## config.mk

```make
export PLATFORM = sky130hd
export DESIGN_NAME = wp_guard
export DESIGN_NICKNAME = d
export VERILOG_FILES = /design/src/rtl/wp_guard_pkg.sv /design/src/rtl/wp_permit_decode.sv /design/src/rtl/wp_range_cmp.sv /design/src/rtl/wp_guard.sv
export SDC_FILE = /design/constraint.sdc
export NUM_CORES = 1
export LEC_CHECK = 0
export BUFFER_PORTS_ARGS = -buffer_cell sky130_fd_sc_hd__buf_4
export CAP_MARGIN = 20
export CORE_AREA = 10 10 47 49
export CTS_CLUSTER_DIAMETER = 150
export DETAILED_ROUTE_END_ITERATION = 7
export DIE_AREA = 0 0 57 59
export GPL_TIMING_DRIVEN = 0
export HOLD_SLACK_MARGIN = 0.15
export PLACE_DENSITY = 0.71
export REMOVE_ABC_BUFFERS = 1
export SLEW_MARGIN = 20
export SYNTH_ARGS = -nofsm -noshare
export SYNTH_HDL_FRONTEND = slang
export SYNTH_SLANG_ARGS = --single-unit
```

## constraint.sdc

```tcl
create_clock -name clk -period 3.15 [get_ports clk]
set_clock_uncertainty 0.15 [all_clocks]
set_input_delay 0.1575 -clock clk [delete_from_list [all_inputs] [get_ports clk]]
set_output_delay 0.1575 -clock clk [all_outputs]
set_load 0.005 [all_outputs]
```

## src/rtl/wp_guard_pkg.sv

```systemverilog
package wp_guard_pkg;

    typedef struct packed {
        logic       wpen;
        logic [1:0] level;
        logic       wel;
        logic       busy;
    } guard_state_t;

    localparam int LEVEL_W = 2;

    function automatic logic [7:0] pack_status(guard_state_t s);
        return {s.wpen, 3'b000, s.level, s.wel, s.busy};
    endfunction

    function automatic logic in_range(logic [1:0] top2, logic [1:0] lvl);
        logic [2:0] sum;
        sum = {1'b0, top2} + {1'b0, lvl};
        return (lvl == 2'd3) || (lvl != 2'd0 && sum[2]);
    endfunction

endpackage

```

## src/rtl/wp_permit_decode.sv

```systemverilog
module wp_permit_decode (
    input  logic wel_i,
    input  logic wpen_i,
    input  logic wp_high_i,
    output logic perm_prot_o,
    output logic perm_unprot_o,
    output logic perm_sr_o
);
    always_comb begin
        perm_prot_o   = 1'b0;
        perm_unprot_o = wel_i;
        perm_sr_o     = wel_i && (!wpen_i || wp_high_i);
    end
endmodule

```

## src/rtl/wp_range_cmp.sv

```systemverilog
module wp_range_cmp
    import wp_guard_pkg::*;
#(
    parameter int ADDR_W = 19
) (
    input  logic [ADDR_W-1:0]  addr_i,
    input  logic [LEVEL_W-1:0] level_i,
    output logic               hit_o
);
    localparam int TOP = ADDR_W - 1;

    always_comb begin
        hit_o = in_range(addr_i[TOP -: 2], level_i);
    end
endmodule

```

## src/rtl/wp_guard.sv

```systemverilog
module wp_guard
    import wp_guard_pkg::*;
#(
    parameter int ADDR_W = 19
) (
    input  logic              clk,
    input  logic              rst,
    input  logic              wp_high_i,
    input  logic              set_wen_i,
    input  logic              sr_wr_i,
    input  logic [7:0]        sr_data_i,
    input  logic              prog_start_i,
    input  logic [ADDR_W-1:0] prog_addr_i,
    input  logic              cycle_done_i,
    output logic [7:0]        status_o,
    output logic              perm_prot_o,
    output logic              perm_unprot_o,
    output logic              perm_sr_o,
    output logic              addr_prot_o
);
    guard_state_t st;
    logic         prog_ok;

    wp_permit_decode u_dec (
        .wel_i        (st.wel),
        .wpen_i       (st.wpen),
        .wp_high_i    (wp_high_i),
        .perm_prot_o  (perm_prot_o),
        .perm_unprot_o(perm_unprot_o),
        .perm_sr_o    (perm_sr_o)
    );

    wp_range_cmp #(.ADDR_W(ADDR_W)) u_cmp (
        .addr_i (prog_addr_i),
        .level_i(st.level),
        .hit_o  (addr_prot_o)
    );

    assign prog_ok  = addr_prot_o ? perm_prot_o : perm_unprot_o;
    assign status_o = pack_status(st);

    always_ff @(posedge clk) begin
        if (rst) begin
            st <= '0;
        end else if (st.busy) begin
            if (cycle_done_i) begin
                st.busy <= 1'b0;
                st.wel  <= 1'b0;
            end
        end else if (sr_wr_i) begin
            if (perm_sr_o) begin
                st.level <= sr_data_i[3:2];
                st.wpen  <= sr_data_i[7];
                st.busy  <= 1'b1;
            end else begin
                st.wel <= 1'b0;
            end
        end else if (prog_start_i) begin
            if (prog_ok) st.busy <= 1'b1;
            else         st.wel  <= 1'b0;
        end else if (set_wen_i) begin
            st.wel <= 1'b1;
        end
    end

    // no permit of any kind without the latch
    a_r4_no_perm_without_wel: assert property (@(posedge clk) disable iff (rst)
        !status_o[1] |-> !(perm_prot_o || perm_unprot_o || perm_sr_o));

    // protected blocks are never writable
    a_r3_prot_locked: assert property (@(posedge clk) disable iff (rst)
        !perm_prot_o);

    // protect-enable sticks while the pin is low
    a_r10_wpen_sticky: assert property (@(posedge clk) disable iff (rst)
        (status_o[7] && !wp_high_i) |=> status_o[7]);

    // busy holds until the done strobe
    a_r7_busy_holds: assert property (@(posedge clk) disable iff (rst)
        (status_o[0] && !cycle_done_i) |=> status_o[0]);

    // done strobe ends the cycle and clears the latch
    a_r7_done_clears: assert property (@(posedge clk) disable iff (rst)
        (status_o[0] && cycle_done_i) |=> (!status_o[0] && !status_o[1]));

    // an accepted status write starts a cycle
    a_r5_sr_starts_busy: assert property (@(posedge clk) disable iff (rst)
        (!status_o[0] && sr_wr_i && perm_sr_o) |=> status_o[0]);

endmodule

```

==> results.ini <==
[grt]
gr-usage-met3_pct=5.15
grt-ovfl-total=0
grt_max_degree=15
gr-max-usage-layer=met2
grt_pass1_vias=423
grt_util_all_layers_pct=6.33
use_met1_pct=5.99
grtUsageMet2_pct=9.77
grt_antenna_before_repair=0
grt_pass1_wl_um=1700

[min_path]
hold_depth=4
hold_end=status_o[3]
hold_class=primary input to flop
hold_path.startpoint=wp_high_i

[yosys]
synthArstFlopShare_pct=0
synth.area.top_cells=dfxtp_1, buf_4, a31o_1
ys_seq_area_share_pct=27.1
synth-seq-cells=5
synth_compound_area_share_pct=28.5
yosysWarnings=0
synth.area.mux_share_pct=0
yosys.area_share.xor_xnor_pct=0
synth_top_area_share_pct=27.1
yosys.area.top_type=dfxtp_1
synth-edff-count=0
synth_fa_ha_area_share_pct=3.39
avgSynthCellArea_um2=8.02
synthCells=46
ys.flop_type=dfxtp_1
synth_top_family_by_area=compound AO/OA/AOI/OAI gates
syn-cell-area_um2=369
synth-simple-area-share_pct=18.3
synth.distinct_cells=22

[worst_setup_path]
slowest_delay_ps=590
reg2reg_from=status_o[3]
critPathLaunchType=flop
crit_slowest_cell=dlygate4sd3_1
cp_max_fo=5
path_cells=ha_1, a211oi_2, o2111ai_1, dlygate4sd3_1, a21oi_1, dlygate4sd3_1
ff2ff_path_depth=6
r2r-end=status_o[0]
critPathCaptureType=flop
required_ps=3180
r2r_setup_slack_ps=570
crit_top_cell=dlygate4sd3_1
crit_arrival_ps=2610
worstSetupPathType=flop to flop

[route]
drt-total-wl_um=1050
vias_per_cell=4.48
drt_first_iter_violations=9
route.detailed.drc=0
drt-pass1-iter-count=4
wire_per_inst_um=11.7
ant_nets=0
vias=399

[cts]
clkSinkCount=5
clock_latency_ps=240
root_buffer=clkbuf_4
holdBufCountCts=10
numCtsBuffers=3
tritoncts=done
cts_buffer_depth=2
postCtsSetupBuffers=0
clk_pin_slew_worst_paths_ps=40
cts.repair.resized=0
h-tree-depth=1

[cells_and_area]
antennaDiodeCount=0
largest_reg_flops=5
fin_nets=109
layout-drive-gt1-share_pct=32.9
syn_to_final_growth_pct=62.7
fin_util_pct=42.9

[timing]
fin_crit_ps=2580
setup-tns-final_ps=0
rsz0062_at_grt=no
period_share_pct=82.0
setup-violations-final=0
fin_ws_ps=568
hold_viol=0
fmax_mhz=387
drv_slew=0

[die]
core_area_um2=1400
ioPinCount=46
initial_core_util_pct=26.3
die-height_um=59
die-area_um2=3360
die_w_um=57
num_rows=14

[status]
outcome=completed

[pwr]
leakage_uw=0.000269
power_density_nw_per_um2=286
vdd_drop_max_v=0.000167
finalPower_uw=172

[placement]
dp_slack_ps=1660
dp_hpwl_um=798
port_buffers=19
routabilityCongestion=0.728

[flow_run]
max_cap_viol_count=0

synthesized netlist by cell type, types with 2 or more instances:
cell,number
buf_4,7
a21oi_1,5
dfxtp_1,5
a31o_1,3
inv_1,3
nand4_1,3
nor2_1,3
a31oi_1,2
o21ai_0,2
worst max path at each step:
stage	from	end	depth (start not counted)
floorplan	status_o[3]	status_o[0]	4
global placement	status_o[3]	status_o[0]	4
detailed placement	status_o[3]	status_o[0]	4
CTS	status_o[3]	status_o[0]	6
global route	status_o[3]	status_o[0]	6
finish	status_o[3]	status_o[0]	6
critical path, delay by kind of cell (launching register included):
kind,cells,cell delay [ps]
AO/OA/AOI/OAI,3,550
adder cells (fa/ha/maj),1,270
buffers and inverters,2,1140
flip-flops,1,410
layer usage:
| layer | vias up | share of wire (%) |
|---|---|---|
| li1 | 209 | - |
| met1 | 172 | 41 |
| met2 | 18 | 46 |
| met3 | 0 | 13 |
| met4 | 0 | 0 |
| met5 | - | 0 |
cell type report:
| type | count | area [um^2] |
|---|---|---|
| sequential | 5 | 100 |
| timing repair buffer | 29 | 243 |
| inverter | 3 | 11.3 |
| clock buffer | 4 | 26.3 |
| multi-input combinational | 32 | 200 |
| tap | 16 | 20.0 |
| fill | 151 | 801 |
cell families after synthesis:
group | Yosys count
compound gates | 15
buf+inv | 12
simple gates | 12
flops | 5
fa+ha+maj | 1
other cells | 1
through the flow:
step / cell area, um^2 / std cells / hold slack (ps)
finish: 601 / 89 / 393
CTS: 601 / 89 / 385
floorplan: 312 / 40 / 76.6
detailed placement: 474 / 75 / 213
global route: 601 / 89 / 407
global placement: 474 / 75 / 208
placed cells by master (no fill, tap or decap):
master,netlist,final
buf_4,7,19
dlygate4sd3_1,0,10
a21oi_1,5,5
dfxtp_1,5,5
conb_1,1,4
nor2_1,3,3
nand4_1,3,3
inv_1,3,3
a31o_1,3,3
clkbuf_4,0,3
o21ai_0,2,2
a31oi_1,2,2
a211oi_2,1,1
nand2b_1,1,1
and2_1,1,1
nor2b_2,1,1
nand3_1,1,1
nor2b_1,1,1
nor3_1,1,1
o21ba_1,1,1
o2111ai_1,1,1
ha_1,1,1
clkbuf_1,0,1
report_power, final:
part	switching [uW]	internal, uW	total (uW)
registers	2.11	64.6	66.8
clock network	25.0	47.8	72.9
logic	11.4	20.7	32.1
total	38.6	133	172
Power figures use the tool's default switching activity.
